[config.mk]
export PLATFORM = sky130hd
export DESIGN_NAME = vec_irq_unit
export DESIGN_NICKNAME = d
export VERILOG_FILES = /design/src/rtl/vec_irq_pkg.sv /design/src/rtl/irq_edge_latch.sv /design/src/rtl/irq_gate_ctrl.sv /design/src/rtl/irq_prio_sel.sv /design/src/rtl/irq_vec_hold.sv /design/src/rtl/vec_irq_unit.sv
export SDC_FILE = /design/constraint.sdc
export NUM_CORES = 1
export LEC_CHECK = 0
export ABC_AREA = 1
export ABC_CLOCK_PERIOD_IN_PS = 1400
export CORE_MARGIN = 3
export CORE_UTILIZATION = 59
export DETAILED_ROUTE_END_ITERATION = 12
export DONT_BUFFER_PORTS = 1
export GPL_TIMING_DRIVEN = 0
export PLACE_DENSITY = 0.75
export SETUP_SLACK_MARGIN = 0.2
export SYNTH_ARGS = -nofsm -noshare
export SYNTH_HDL_FRONTEND = slang
export SYNTH_SLANG_ARGS = --single-unit
export TNS_END_PERCENT = 100
[constraint.sdc]
create_clock -name clk -period 1.4 [get_ports clk]
set_input_delay 0 -clock clk [delete_from_list [all_inputs] [get_ports clk]]
set_output_delay 0 -clock clk [all_outputs]
set_load 0.02 [all_outputs]
[src/rtl/vec_irq_pkg.sv]
`timescale 1ns/1ps
package vec_irq_pkg;

   // Source codes reported on grant_src; hardware codes are priority index + 1
   typedef enum logic [2:0] {
      SRC_NONE = 3'd0,
      SRC_TRAP = 3'd1,
      SRC_L75  = 3'd2,
      SRC_L65  = 3'd3,
      SRC_L55  = 3'd4,
      SRC_SW   = 3'd5
   } irq_src_e;

   localparam int HW_LINES  = 4;   // trap, 7.5, 6.5, 5.5 in priority order
   localparam int MASK_BITS = 3;   // one per maskable level

   function automatic logic is_maskable(input logic [2:0] src);
      return (src == SRC_L75) || (src == SRC_L65) || (src == SRC_L55);
   endfunction

endpackage

[src/rtl/irq_edge_latch.sv]
`timescale 1ns/1ps
// Rising-edge request latch; HOLD_LEVEL variant also demands the line stays high
module irq_edge_latch #(
   parameter bit HOLD_LEVEL = 1'b0
) (
   input  logic clk,
   input  logic rst,
   input  logic line_in,
   input  logic clr,
   output logic armed
);

   logic prev_q;
   logic pend_q;
   logic pend_next;
   logic rise;

   assign rise = line_in & ~prev_q;

   generate
      if (HOLD_LEVEL) begin : g_hold
         // pending survives only while the line stays asserted
         assign pend_next = (pend_q | rise) & ~clr & line_in;
         assign armed     = pend_q & line_in;
      end else begin : g_edge
         assign pend_next = (pend_q | rise) & ~clr;
         assign armed     = pend_q;
      end
   endgenerate

   always_ff @(posedge clk) begin
      if (rst) begin
         prev_q <= 1'b0;
         pend_q <= 1'b0;
      end else begin
         prev_q <= line_in;
         pend_q <= pend_next;
      end
   end

endmodule

[src/rtl/irq_gate_ctrl.sv]
`timescale 1ns/1ps
// Mask register and global enable
module irq_gate_ctrl #(
   parameter int N_MASK = 3
) (
   input  logic              clk,
   input  logic              rst,
   input  logic              mask_wr,
   input  logic [N_MASK-1:0] mask_wdata,
   input  logic              ie_set,
   input  logic              accept_maskable,
   output logic [N_MASK-1:0] mask_q,
   output logic              ie_q
);

   always_ff @(posedge clk) begin
      if (rst) begin
         mask_q <= {N_MASK{1'b1}};
      end else if (mask_wr) begin
         mask_q <= mask_wdata;
      end
   end

   // acceptance of a maskable level wins over a set pulse
   always_ff @(posedge clk) begin
      if (rst) begin
         ie_q <= 1'b0;
      end else if (accept_maskable) begin
         ie_q <= 1'b0;
      end else if (ie_set) begin
         ie_q <= 1'b1;
      end
   end

endmodule

[src/rtl/irq_prio_sel.sv]
`timescale 1ns/1ps
// Fixed priority pick and vector generation
module irq_prio_sel
   import vec_irq_pkg::*;
#(
   parameter int VEC_W    = 16,
   parameter int SW_N     = 8,
   parameter int HW_BASE  = 'h24,
   parameter int STEP     = 8,
   localparam int SW_IDX_W = $clog2(SW_N)
) (
   input  logic                 trap_arm,
   input  logic                 l75_arm,
   input  logic                 l65_lvl,
   input  logic                 l55_lvl,
   input  logic [MASK_BITS-1:0] mask,
   input  logic                 ie,
   input  logic                 sw_valid,
   input  logic [SW_IDX_W-1:0]  sw_idx,
   output logic                 any_req,
   output logic [2:0]           sel_src,
   output logic [VEC_W-1:0]     sel_vec
);

   logic [HW_LINES-1:0] hw_req;
   logic [VEC_W-1:0]    hw_vec [HW_LINES];
   logic [VEC_W-1:0]    sw_vec;

   // index 0 has the highest priority
   assign hw_req[0] = trap_arm;
   assign hw_req[1] = l75_arm & ~mask[2] & ie;
   assign hw_req[2] = l65_lvl & ~mask[1] & ie;
   assign hw_req[3] = l55_lvl & ~mask[0] & ie;

   // address slot: trap 0, then 5.5, 6.5, 7.5 ascending
   generate
      for (genvar i = 0; i < HW_LINES; i++) begin : g_hwvec
         localparam int SLOT = (i == 0) ? 0 : (HW_LINES - i);
         assign hw_vec[i] = VEC_W'(HW_BASE + STEP * SLOT);
      end
   endgenerate

   assign sw_vec = VEC_W'(sw_idx) * VEC_W'(STEP);

   always_comb begin
      sel_src = SRC_NONE;
      sel_vec = '0;
      if (sw_valid) begin
         sel_src = SRC_SW;
         sel_vec = sw_vec;
      end
      // walk from lowest to highest so the highest eligible line is kept
      for (int i = HW_LINES - 1; i >= 0; i--) begin
         if (hw_req[i]) begin
            sel_src = 3'(i + 1);
            sel_vec = hw_vec[i];
         end
      end
   end

   assign any_req = (|hw_req) | sw_valid;

endmodule

[src/rtl/irq_vec_hold.sv]
`timescale 1ns/1ps
// Output register holding one vector until acknowledged
module irq_vec_hold #(
   parameter int VEC_W = 16
) (
   input  logic             clk,
   input  logic             rst,
   input  logic             load,
   input  logic [2:0]       sel_src,
   input  logic [VEC_W-1:0] sel_vec,
   input  logic             ack,
   output logic             valid_q,
   output logic [VEC_W-1:0] addr_q,
   output logic [2:0]       src_q
);

   always_ff @(posedge clk) begin
      if (rst) begin
         valid_q <= 1'b0;
         addr_q  <= '0;
         src_q   <= '0;
      end else if (valid_q && ack) begin
         valid_q <= 1'b0;
         addr_q  <= '0;
         src_q   <= '0;
      end else if (load) begin
         valid_q <= 1'b1;
         addr_q  <= sel_vec;
         src_q   <= sel_src;
      end
   end

endmodule

[src/rtl/vec_irq_unit.sv]
`timescale 1ns/1ps
module vec_irq_unit
   import vec_irq_pkg::*;
#(
   parameter int VEC_W    = 16,
   parameter int SW_N     = 8,
   parameter int HW_BASE  = 'h24,
   parameter int STEP     = 8,
   localparam int SW_IDX_W = $clog2(SW_N)
) (
   input  logic                 clk,
   input  logic                 rst,
   input  logic                 trap_in,
   input  logic                 lvl75_in,
   input  logic                 lvl65_in,
   input  logic                 lvl55_in,
   input  logic                 sw_req_valid,
   input  logic [SW_IDX_W-1:0]  sw_req_idx,
   input  logic                 mask_wr,
   input  logic [MASK_BITS-1:0] mask_wdata,
   input  logic                 ie_set,
   input  logic                 rst75_cmd,
   input  logic                 ack,
   output logic                 vector_valid,
   output logic [VEC_W-1:0]     vector_addr,
   output logic [2:0]           grant_src,
   output logic                 ie_state
);

   // elaboration checks
   if (VEC_W < 8) begin : g_bad_width
      $error("vec_irq_unit: VEC_W must be at least 8");
   end
   if (SW_N < 2 || (SW_N & (SW_N - 1)) != 0) begin : g_bad_swn
      $error("vec_irq_unit: SW_N must be a power of two, at least 2");
   end
   if (HW_BASE + STEP * (HW_LINES - 1) >= (1 << VEC_W)) begin : g_bad_base
      $error("vec_irq_unit: hardware vectors exceed VEC_W");
   end

   logic                 trap_arm;
   logic                 l75_arm;
   logic                 trap_clr;
   logic                 l75_clr;
   logic                 acked;
   logic                 any_req;
   logic                 load;
   logic                 accept_maskable;
   logic [2:0]           sel_src;
   logic [VEC_W-1:0]     sel_vec;
   logic [MASK_BITS-1:0] mask_q;

   assign acked    = vector_valid & ack;
   assign trap_clr = acked & (grant_src == SRC_TRAP);
   assign l75_clr  = (acked & (grant_src == SRC_L75)) | rst75_cmd;
   assign load     = ~vector_valid & any_req;
   assign accept_maskable = load & is_maskable(sel_src);

   irq_edge_latch #(.HOLD_LEVEL(1'b1)) i_trap_latch (
      .clk     (clk),
      .rst     (rst),
      .line_in (trap_in),
      .clr     (trap_clr),
      .armed   (trap_arm)
   );

   irq_edge_latch #(.HOLD_LEVEL(1'b0)) i_l75_latch (
      .clk     (clk),
      .rst     (rst),
      .line_in (lvl75_in),
      .clr     (l75_clr),
      .armed   (l75_arm)
   );

   irq_gate_ctrl #(.N_MASK(MASK_BITS)) i_gate (
      .clk             (clk),
      .rst             (rst),
      .mask_wr         (mask_wr),
      .mask_wdata      (mask_wdata),
      .ie_set          (ie_set),
      .accept_maskable (accept_maskable),
      .mask_q          (mask_q),
      .ie_q            (ie_state)
   );

   irq_prio_sel #(
      .VEC_W   (VEC_W),
      .SW_N    (SW_N),
      .HW_BASE (HW_BASE),
      .STEP    (STEP)
   ) i_sel (
      .trap_arm (trap_arm),
      .l75_arm  (l75_arm),
      .l65_lvl  (lvl65_in),
      .l55_lvl  (lvl55_in),
      .mask     (mask_q),
      .ie       (ie_state),
      .sw_valid (sw_req_valid),
      .sw_idx   (sw_req_idx),
      .any_req  (any_req),
      .sel_src  (sel_src),
      .sel_vec  (sel_vec)
   );

   irq_vec_hold #(.VEC_W(VEC_W)) i_hold (
      .clk     (clk),
      .rst     (rst),
      .load    (load),
      .sel_src (sel_src),
      .sel_vec (sel_vec),
      .ack     (ack),
      .valid_q (vector_valid),
      .addr_q  (vector_addr),
      .src_q   (grant_src)
   );

endmodule

### After elaboration in Yosys (flattened, before gate mapping)

Index checks and enable logic that the tools add are counted.

| storage, ports and cells | value |
|---|---|
| register bits | 28 |
| input port bits | 17 |
| word-level logic and storage cells | 59 |

| cells by class | value |
|---|---|
| equality and inequality tests | 5 |
| mux-type cells | 10 |
| bitwise logic cells | 29 |
| reduce and logical (&&, ||, !) cells | 6 |

Operators with widths:

| cell | count |
|---|---|
| 6-bit two-way mux | 5 |
| 1-bit bitwise AND | 17 |
| 3-bit two-way mux | 5 |
| 3-bit by 2-bit equality test with 1-bit output, second input constant | 3 |
| 1-bit inverter | 8 |
| 1-bit OR | 4 |
| 2-bit OR reduction | 2 |
| 4-bit OR reduction | 1 |
| 3-bit by 1-bit equality test with 1-bit output, second input constant | 1 |
| 3-bit equality test, second input constant | 1 |
| 1-bit logical OR | 2 |
| 1-bit logical AND | 1 |

### Logic depth before layout (Yosys ltp)

Gate-level depths: netlist of the first run.

| logic depth | value |
|---|---|
| depth in word-level cells | 12 |
| depth in mapped cells | 9 |
| depth with buffers taken out | 9 |

### Cells and area by module

From an unflattened synthesis of the first run, not the netlist that was laid out.

| unflattened totals | value |
|---|---|
| cell total of the unflattened synthesis | 190 |
| area, all modules | 1300.0 sq um |

By module, submodules not included:

| module | times used | cells each | area each (sq um) | sequential area each (sq um) |
|---|---|---|---|---|
| irq_vec_hold | 1 | 88 | 694.4 | 400.4 |
| irq_prio_sel | 1 | 43 | 237.7 | 0.0 |
| irq_gate_ctrl | 1 | 19 | 140.1 | 80.1 |
| irq_edge_latch at i_l75_latch | 1 | 11 | 78.8 | 40.0 |
| irq_edge_latch at i_trap_latch | 1 | 12 | 78.8 | 40.0 |
| vec_irq_unit | 1 | 17 | 70.1 | 0.0 |

### Worst setup path after synthesis of the first run

Ideal clock, no wire load.

| timing | value |
|---|---|
| path type | reg-to-reg |
| start point | register i_gate.ie_q |
| end point | register i_hold.addr_q[4] |
| library setup time | 0.116 ns |
| arrival time | 1.108 ns |
| required time | 1.284 ns |
| path slack | 0.177 ns |
| cell stages (with the launch flop) | 8 |
| buffers on the path | 0 |
| period minus slack after synthesis | 1.223 ns |
| cell sequence | dfxtp_1 > nand3b_2 > nand3_2 > nand2_4 > nand2_4 > inv_2 > nor2_1 > nor2_1 |

| between the ends | value |
|---|---|
| cells in the longest elaborated chain, start to end | 5 |

Ends and longest elaborated chain:

| what | RTL line | RTL |
|---|---|---|
| from (decl) | irq_gate_ctrl.sv:13 | `output logic ie_q` |
| from (signal assigned) | irq_gate_ctrl.sv:27 | `ie_q <= 1'b0;` |
| from (signal assigned) | irq_gate_ctrl.sv:29 | `ie_q <= 1'b0;` |
| from (signal assigned) | irq_gate_ctrl.sv:31 | `ie_q <= 1'b1;` |
| 1-bit bitwise AND | irq_prio_sel.sv:33 | `assign hw_req[3] = l55_lvl & ~mask[0] & ie;` |
| 6-bit two-way mux (4 in a row) | irq_prio_sel.sv:54 | `if (hw_req[i]) begin` |
| to (signal assigned) | irq_vec_hold.sv:28 | `addr_q <= sel_vec;` |
| to (decl) | irq_vec_hold.sv:13 | `output logic [VEC_W-1:0] addr_q,` |

Several ways; a longest one is shown, not always the timed one.
A chain may end at the register's enable or synchronous reset.

### Final worst setup path of the first run

| timing | value |
|---|---|
| start point | register i_gate.ie_q |
| end point | register i_gate.ie_q |

| between the ends | value |
|---|---|
| cells in the longest elaborated chain, start to end | 10 |

Ends and longest elaborated chain:

| what | RTL line | RTL |
|---|---|---|
| 1-bit bitwise AND | irq_prio_sel.sv:33 |  |
| 3-bit two-way mux (4 in a row) | irq_prio_sel.sv:54 |  |
| 3-bit by 2-bit equality test with 1-bit output | vec_irq_pkg.sv:18 | `return (src == SRC_L75) \|\| (src == SRC_L65) \|\| (src == SRC_L55);` |
| 1-bit logical OR (2 in a row) | vec_irq_pkg.sv:18 |  |
| 1-bit bitwise AND (*) | vec_irq_unit.sv:57 | `assign accept_maskable = load & is_maskable(sel_src);` |
| 2-bit OR reduction (no source line) (*) | -- |  |

Mark *: on every way between the ends. The rest lies on a longest branch, timed or not.

==> results.py, run 1 <==
metrics = {
    "synth": {
        "synth_area_leaders": "dfxtp_1, buf_4, nand2_1",
        "synth.cell_area_um2": 816,
        "synth_cell_type_count": 17,
        "synth.top_cells.by_count": "nand2_1, dfxtp_1, inv_1, nor2_1, buf_4",
        "yosysSeqAreaShare": 0.393,
        "synthArstFlopShare": 0,
        "syn_inst": 114,
        "synth_ff_type": "dfxtp_1",
        "ys_ff_latch": 16,
        "synth.avg_cell_area_um2": 7.16,
        "yosysTopAreaCell": "dfxtp_1",
        "synth-edff-count": 0,
        "yosysWarnings": 0,
        "yosysTopAreaCellShare": 0.393,
        "synth_most_common_cell": "nand2_1",
    },
    "drt": {
        "wirelength_mm": 2.72,
        "first_pass_iters": 5,
        "wire_per_inst_um": 17.5,
        "viasPerCell": 5.80,
        "ant_nets": 0,
        "initialDrtViolationCount": 64,
        "post-route-drc-count": 0,
        "vias": 905,
    },
    "layout": {
        "final_util": 0.915,
        "fin_nets": 161,
        "layout-drive-gt1-share": 0.239,
        "area_growth_pct": 34.7,
        "n_fill_cell": 53,
        "final_cell_area_um2": 1100,
        "insertedDiodeCount": 0,
    },
    "critical_path": {
        "crit_path_frequent_cell": "nand2_1",
        "crit_slowest_cell": "dfxtp_4",
        "start_kind": "register",
        "critPathMaxFanout": 5,
        "cpLargestDelayFamily": "flip-flops",
        "rr_worst_depth": 6,
        "r2r_end": "i_gate.ie_q",
        "cp.arrival_ps": 1410,
        "worst_ep_required_time_ps": 1580,
        "max_stage_delay_ps": 460,
        "r2r_slack_ps": 170,
        "cp-end-kind": "register",
        "crit_chain": "nand3b_4 -> buf_4 -> nand2_1 -> nand3_1 -> nand2_1 -> a21oi_1",
        "path_buf_inv": 1,
        "worstSetupPathType": "register to register",
        "rr_startpoint": "i_gate.ie_q",
    },
    "power": {
        "powerDensity_nw_per_um2": 983,
        "intPower_w": 0.000698,
        "seq_power_share": 0.522,
        "ir_drop_mv": 0.759,
        "p_clk_frac": 0.233,
        "leakage_nw": 0.621,
        "swShare": 0.354,
        "comb_power_share": 0.245,
        "p_sw_w": 0.000382,
    },
    "hold_path": {
        "hold_end": "i_trap_latch.pend_q",
        "hold_class": "input pin to register",
        "holdPathStages": 3,
        "min_from": "ack",
    },
    "placed_design": {
        "post-place-ws_ps": 159,
        "gp_congestion": 0.778,
        "io_buffers": 0,
        "hpwl_mm": 1.30,
        "place_area_um2": 876,
    },
    "floorplan": {
        "rows": 12,
        "dieArea_um2": 1860,
        "io_pins": 38,
        "die_w_um": 43.2,
        "dieHeight_um": 43.2,
        "core_um2": 1200,
        "start_util": 0.679,
    },
    "global_route": {
        "grt_antenna_before_repair": 0,
        "grt-ovfl-total": 0,
        "grt_pass1_vias": 722,
        "grt_max_degree": 9,
        "grt_usage": 0.220,
        "grt_pass1_wl_mm": 3.08,
    },
    "clock_tree": {
        "clk_latency_ps": 300,
        "cts_tree": "built",
        "clk_pin_slew_ps": 80,
        "htreeDepth": 1,
        "cts_buffer_depth": 2,
        "cts-buffers-inserted": 3,
        "cts_root_buf": "clkbuf_4",
        "clkSinkCount": 16,
    },
    "timing": {
        "finalHoldViolations": 0,
        "fin_crit_ps": 1230,
        "setup_tns_ps": 0,
        "fmax_mhz": 812,
        "slew_viol_final": 0,
        "setup_viol": 0,
        "rsz0062_at_grt": "yes",
        "fin_crit_sh": 0.880,
        "finClkSkew_ps": 9.31,
        "layout_setup_ws_ps": 168,
    },
    "status": {
        "status": "finished, final reports clean",
    },
    "run": {
        "max-cap-violations": 0,
    },
}
## sequential cells by signal, summed over array words and instances, names as in the netlist
register / count
i_gate.ie_q: 1
i_gate.mask_q: 3
i_hold.addr_q: 4
i_hold.src_q: 3
i_hold.valid_q: 1
i_l75_latch.armed: 1
i_l75_latch.prev_q: 1
i_trap_latch.pend_q: 1
i_trap_latch.prev_q: 1
## worst reg2reg max path: cells and delay by family (launching register included)
family / cells / cell delay, ps
flip-flops: 1 / 460
AND/OR/NAND/NOR: 4 / 440
buffers and inverters: 1 / 160
AO/OA/AOI/OAI: 1 / 60
## cells in the final DEF, fill, tap and decap left out
cell            n
a21oi_1         6
a31oi_1         1
buf_4          16
clkbuf_4        3
conb_1         12
dfxtp_1        14
dfxtp_2         1
dfxtp_4         1
dlygate4sd3_1  10
inv_1          14
inv_6           1
nand2_1        22
nand2_2         2
nand2_4         3
nand2_8         1
nand3_1         5
nand3_4         2
nand3b_4        2
nand4_1         1
nor2_1         12
nor2_2          2
nor4_1          2
o21ai_0         7
o21ai_1         2
## logic make-up after synthesis
kind of cell,after synthesis,share of synthesized area
other,1,0.00460
AO/OA/AOI/OAI,16,0.0997
AND/OR/NAND/NOR,54,0.324
buffers and inverters,27,0.179
flip-flops,16,0.393
## routing by layer
metal  wire length [µm]  part of all wire  global-route usage
met1                913              0.34               0.228
met2               1350              0.50               0.389
met3                333              0.12              0.0636
met4                127             0.047               0.114
met5                  0                 0                   0
## through the flow
step	hold slack [ps]	power [W]	instances
after floorplan	72.4	0.000722	125
after global placement	73.6	0.000746	139
after detailed placement	75.9	0.000751	139
after CTS	25.0	0.00100	152
after global routing	37.2	0.00111	156
final	7.65	0.00108	156
## power groups by stage
stage	registers (W)	clock network, W	logic, W
final	0.000564	0.000251	0.000265
after global placement	0.000567	0	0.000179
after CTS	0.000558	0.000233	0.000209
after global routing	0.000566	0.000258	0.000285
after detailed placement	0.000568	0	0.000183
after floorplan	0.000560	0	0.000162
## worst max-delay path by stage
stage | slack [ps] | cells after the start | from | to
2_1_floorplan | 310 | 7 | i_gate.ie_q | i_hold.addr_q[4]
5_1_grt | 160 | 7 | i_gate.ie_q | i_hold.src_q[1]
3_5_place_dp | 160 | 7 | i_gate.ie_q | i_hold.addr_q[4]
4_1_cts | 200 | 7 | i_gate.mask_q[1] | i_hold.addr_q[4]
3_3_place_gp | 180 | 7 | i_gate.ie_q | i_hold.addr_q[4]
6_report | 170 | 6 | i_gate.ie_q | i_gate.ie_q
## timing repair
action,4_1_cts,5_1_grt
cloned,0,0
setup buffers,0,4
resized for setup,2,15
setup endpoints to repair,4,7
hold endpoints to repair,9,0
hold buffers,10,0
pin swaps,0,6
## cell type report
| class | count | area, µm² | area share |
|---|---|---|---|
| timing repair buffer | 14 | 130 | 0.118 |
| buffer | 12 | 90.1 | 0.0820 |
| multi-input combinational | 82 | 452 | 0.411 |
| inverter | 15 | 61.3 | 0.0558 |
| sequential | 16 | 325 | 0.296 |
| tap | 14 | 17.5 | 0.0159 |
| clock buffer | 3 | 22.5 | 0.0205 |
No activity file was read; power rests on OpenSTA's default activity.
==> run 2: changes to the inputs <==
Settings changed: CELL_PAD_IN_SITES_DETAIL_PLACEMENT set to 1, CELL_PAD_IN_SITES_GLOBAL_PLACEMENT set to 2, CORE_UTILIZATION 59 to 30, PLACE_DENSITY 0.75 to unset, PLACE_DENSITY_LB_ADDON set to 0.1.
==> results.py, run 2 (same netlist as run 1, synthesis figures left out) <==
metrics = {
    "drt": {
        "viasPerCell": 4.43,
        "first_pass_iters": 2,
        "highest_layer": "met4",
        "met2_length_mm": 1.07,
        "post-route-drc-count": 0,
        "ant_nets": 0,
        "drt-met1-wl_um": 887,
        "wirelength_mm": 2.11,
        "initialDrtViolationCount": 13,
        "vias": 771,
        "wire_per_inst_um": 12.1,
        "wl_met3_um": 137,
    },
    "floorplan": {
        "dieArea_um2": 3380,
        "dieHeight_um": 58.1,
        "core_um2": 2520,
        "start_util": 0.323,
        "io_pins": 38,
        "die_w_um": 58.1,
        "rows": 18,
    },
    "layout": {
        "n_fill_cell": 342,
        "layout_commonest_cell": "nand2_1",
        "area_growth_pct": 38.2,
        "largest_reg_flops": 4,
        "layout-drive-gt1-share": 0.250,
        "fin_nets": 162,
        "seqCellArea_um2": 325,
        "reg_top3": "i_hold.addr_q (4), i_gate.mask_q (3), i_hold.src_q (3)",
        "insertedDiodeCount": 0,
        "final_cell_area_um2": 1130,
        "largest-register": "i_hold.addr_q",
        "layout_common_cells": "nand2_1, buf_4, inv_1, dfxtp_1, conb_1",
        "multi_input_area_um2": 442,
    },
    "clock_tree": {
        "htreeDepth": 1,
        "cts-buffers-inserted": 3,
        "clkSinkCount": 16,
        "clk_latency_ps": 280,
        "cts_buffer_depth": 2,
        "cts_tree": "built",
        "cts_root_buf": "clkbuf_4",
        "clk_pin_slew_ps": 100,
    },
    "critical_path": {
        "start_kind": "register",
        "worst_ep_required_time_ps": 1580,
        "critPathMaxFanout": 8,
        "cp-end-kind": "register",
        "worstSetupPathType": "register to register",
        "cp.arrival_ps": 1340,
    },
    "power": {
        "comb_power_share": 0.222,
        "intPower_w": 0.000759,
        "seq_power_share": 0.505,
        "swShare": 0.318,
        "p_sw_w": 0.000354,
        "leakage_nw": 0.631,
        "ir_drop_mv": 0.620,
        "p_clk_frac": 0.273,
        "powerDensity_nw_per_um2": 988,
    },
    "timing": {
        "setup_tns_ps": 0,
        "setup_viol": 0,
        "rsz0062_at_grt": "yes",
        "slew_viol_final": 0,
        "finClkSkew_ps": 1.24,
        "fin_crit_ps": 1160,
        "finalHoldViolations": 0,
        "fmax_mhz": 865,
        "fin_crit_sh": 0.826,
    },
    "global_route": {
        "grt_max_degree": 10,
        "grt_pass1_wl_mm": 3.47,
        "grt_usage": 0.134,
        "grt-ovfl-total": 0,
        "grt_pass1_vias": 802,
        "grt_antenna_before_repair": 0,
    },
    "status": {
        "status": "finished, final reports clean",
    },
    "placed_design": {
        "hpwl_mm": 1.62,
        "gp_congestion": 0.698,
        "io_buffers": 0,
        "place_area_um2": 896,
    },
    "hold_path": {
        "hold_class": "input pin to register",
    },
    "run": {
        "max-cap-violations": 0,
    },
}
[run 2: worst max-delay path: stages, from the launching register on]
cell and delay, ps:
dfxtp_4 460, nand3b_4 130, nand3_4 110, nand2_4 80
nand2_8 110, inv_4 50, nor2_2 70, nor2_1 50
[run 2: what timing repair did]
item | in CTS | in global routing
setup buffers | 1 | 4
resized for setup | 5 | 8
cloned | 0 | 0
hold endpoints to repair | 8 | 0
hold buffers | 10 | 0
endpoints found under the setup margin | 5 | 7
pin swaps | 1 | 4
[run 2: power by group through the flow]
stage	Sequential [W]	Combinational (W)	Clock (W)
2_1_floorplan	0.000560	0.000162	0
3_3_place_gp	0.000569	0.000186	0
3_5_place_dp	0.000570	0.000190	0
4_1_cts	0.000563	0.000221	0.000320
5_1_grt	0.000568	0.000280	0.000336
6_report	0.000562	0.000247	0.000304
[run 2: worst paths after layout]
path / cells after the start / endpoint / slack (ps) / from
min reg2reg: 2 / i_gate.mask_q[2] / 480 / i_gate.mask_q[2]
max: 7 / i_hold.src_q[1] / 240 / i_gate.ie_q
min: 4 / i_hold.addr_q[4] / 30 / sw_req_idx[1]
max reg2reg: 7 / i_hold.src_q[1] / 240 / i_gate.ie_q
[run 2: layout make-up]
type                            instances  area share
Buffer                                 12      0.0799
Clock buffer                            4      0.0322
Inverter                               15      0.0522
Multi-Input combinational cell         82       0.392
Sequential cell                        16       0.289
Tap cell                               30      0.0333
Timing Repair Buffer                   15       0.122
[run 2: through the flow]
step / total power, W / utilization / setup WS [ps] / instances / hold slack [ps]
after floorplan: 0.000722 / - / 305 / 125 / 72.4
after global placement: 0.000755 / 0.355 / 130 / 155 / 74.5
after detailed placement: 0.000760 / 0.355 / 153 / 155 / 75.6
after global routing: 0.00118 / 0.447 / 167 / 174 / 53.5
after CTS: 0.00110 / 0.424 / 215 / 170 / 15.1
final: 0.00111 / 0.447 / 243 / 174 / 34.2
[run 2: metal layers]
metal / vias up / track usage
met2: 20 / 0.237
li1: 401 / -
met3: 2 / 0.0512
met4: 0 / 0.0298
met5: - / 0
met1: 348 / 0.153
==> run 3: changes to the inputs <==
Settings changed: ABC_CLOCK_PERIOD_IN_PS 1400 to 1000, CORE_UTILIZATION 30 to 27.
Clock period 1.4 ns to 1 ns, I/O delays scaled along.
==> results.py, run 3 (same netlist as run 1, synthesis figures left out) <==
metrics = {
    "status": {
        "status": "finished with violations",
        "violations": "hold timing, setup timing",
    },
    "layout": {
        "largest-register": "i_hold.addr_q",
        "n_fill_cell": 344,
        "area_growth_pct": 45.4,
        "insertedDiodeCount": 0,
        "largest_reg_flops": 4,
        "reg_top3": "i_hold.addr_q (4), i_gate.mask_q (3), i_hold.src_q (3)",
        "layout_commonest_cell": "nand2_1",
        "layout-drive-gt1-share": 0.308,
        "layout_common_cells": "nand2_1, buf_4",
        "fin_nets": 164,
    },
    "clock_tree": {
        "cts_root_buf": "clkbuf_4",
        "cts_tree": "built",
        "cts_buffer_depth": 2,
        "clk_pin_slew_ps": 100,
        "clk_latency_ps": 300,
        "cts-buffers-inserted": 3,
        "htreeDepth": 1,
        "hold_buffers": 10,
        "clkSinkCount": 16,
    },
    "critical_path": {
        "crit_slowest_cell": "dfxtp_4",
        "critPathMaxFanout": 8,
        "worstSetupPathType": "register to register",
        "r2r_slack_ps": -170,
        "rr_worst_depth": 7,
        "cp-end-kind": "register",
        "start_kind": "register",
        "crit_path_frequent_cell": "nor2_1",
        "rr_startpoint": "i_gate.ie_q",
        "crit_chain": "nand3b_4 -> nand3_4 -> nand2_4 -> nand2_8 -> inv_4 -> nor2_1 -> nor2_1",
        "cp.arrival_ps": 1360,
        "max_stage_delay_ps": 450,
        "r2r_end": "i_hold.src_q[0]",
        "worst_ep_required_time_ps": 1190,
    },
    "power": {
        "ir_drop_mv": 0.483,
        "finalPower_w": 0.00153,
        "powerDensity_nw_per_um2": 1290,
        "leakage_nw": 0.652,
    },
    "floorplan": {
        "dieHeight_um": 61.0,
        "rows": 19,
        "io_pins": 38,
        "die_w_um": 61.0,
        "dieArea_um2": 3720,
        "start_util": 0.288,
        "core_um2": 2830,
    },
    "timing": {
        "slew_viol_final": 0,
        "fin_crit_sh": 1.17,
        "setup_viol": 9,
        "finalHoldViolations": 1,
        "rsz0062_at_grt": "yes",
        "fin_hold_ws_ps": -31.5,
        "fmax_mhz": 858,
        "finClkSkew_ps": 8.84,
        "fin_crit_ps": 1170,
        "layout_setup_ws_ps": -166,
    },
    "drt": {
        "highest_layer": "met4",
        "first_pass_iters": 5,
        "wirelength_mm": 2.23,
        "initialDrtViolationCount": 12,
        "post-route-drc-count": 0,
        "met2_length_mm": 1.09,
        "viasPerCell": 4.45,
        "wl_met3_um": 130,
        "drt-met1-wl_um": 986,
        "ant_nets": 0,
        "wire_per_inst_um": 12.6,
        "vias": 787,
    },
    "hold_path": {
        "min_from": "ack",
        "hold_class": "input pin to register",
        "hold_end": "i_trap_latch.pend_q",
        "holdPathStages": 3,
    },
    "run": {
        "max-cap-violations": 0,
    },
    "global_route": {
        "grt_max_degree": 10,
        "grt_antenna_before_repair": 0,
        "grt-ovfl-total": 0,
        "grt_pass1_wl_mm": 3.54,
        "grt_usage": 0.131,
        "grt_pass1_vias": 812,
    },
    "placed_design": {
        "io_buffers": 0,
        "hpwl_mm": 1.61,
        "gp_congestion": 0.705,
    },
}
## run 3: changes by cell type in the layout (fill, tap and decap cells not counted), moves of 2 or more
| cell | delta |
|---|---|
| buf_6 | +3 |
| nand2_4 | +3 |
| a21oi_1 | -2 |
| a21oi_2 | +2 |
| dfxtp_1 | -2 |
| dfxtp_4 | +2 |
| inv_1 | -2 |
| inv_2 | +2 |
| nand2_1 | -2 |
## run 3: worst max-delay path, delay by kind of cell (launching register included)
kind	cells	cell delay, ps
buffers and inverters	1	50
and+or+nand+nor	6	560
DFF	1	450
## run 3: where the power goes
group / switching, W / internal [W] / leakage [nW] / total (W)
sequential: 0.0000984 / 0.000695 / 0.135 / 0.000793
clock: 0.000216 / 0.000145 / 0.0154 / 0.000361
combinational: 0.000209 / 0.000162 / 0.502 / 0.000372
## run 3: how the worst max path moves through the flow
stage,start,to,slack (ps)
6_report,i_gate.ie_q,i_hold.src_q[0],-170
5_1_grt,i_gate.ie_q,i_hold.addr_q[5],-220
4_1_cts,i_gate.ie_q,i_hold.addr_q[4],-160
3_5_place_dp,i_trap_latch.pend_q,i_hold.src_q[0],-180
3_3_place_gp,i_gate.ie_q,i_hold.src_q[0],-170
2_1_floorplan,i_gate.ie_q,i_hold.addr_q[4],-40
## run 3: final cells by class
| type | count | area [µm²] | share of cell area |
|---|---|---|---|
| Multi-Input combinational cell | 82 | 473 | 0.399 |
| Clock inverter | 1 | 3.75 | 0.00316 |
| Timing Repair Buffer | 17 | 166 | 0.140 |
| Inverter | 15 | 58.8 | 0.0496 |
| Buffer | 12 | 90.1 | 0.0759 |
| Sequential cell | 16 | 333 | 0.281 |
| Clock buffer | 3 | 22.5 | 0.0190 |
| Tap cell | 31 | 38.8 | 0.0327 |
## run 3: metrics by stage
| step | std cells | setup WS (ps) | util | TNS (ps) | area [µm²] |
|---|---|---|---|---|---|
| final | 177 | -166 | 0.419 | -1250 | 1190 |
| after global routing | 177 | -224 | 0.419 | -1870 | 1190 |
| after floorplan | 125 | -43.4 | - | -153 | 891 |
| after global placement | 156 | -169 | 0.329 | -1040 | 930 |
| after detailed placement | 156 | -180 | 0.329 | -1100 | 930 |
| after CTS | 174 | -157 | 0.398 | -1060 | 1130 |
## run 3: metal layers
| layer | global-route usage | vias to the layer above |
|---|---|---|
| li1 | - | 402 |
| met1 | 0.154 | 356 |
| met2 | 0.220 | 27 |
| met3 | 0.0340 | 2 |
| met4 | 0.0650 | 0 |
| met5 | 0 | - |
## run 3: what timing repair did
action	4_1_cts	5_1_grt
pin swaps	5	5
gates resized for setup	10	13
hold endpoints to repair	9	1
endpoints found under the setup margin	13	12
buffers inserted	4	3
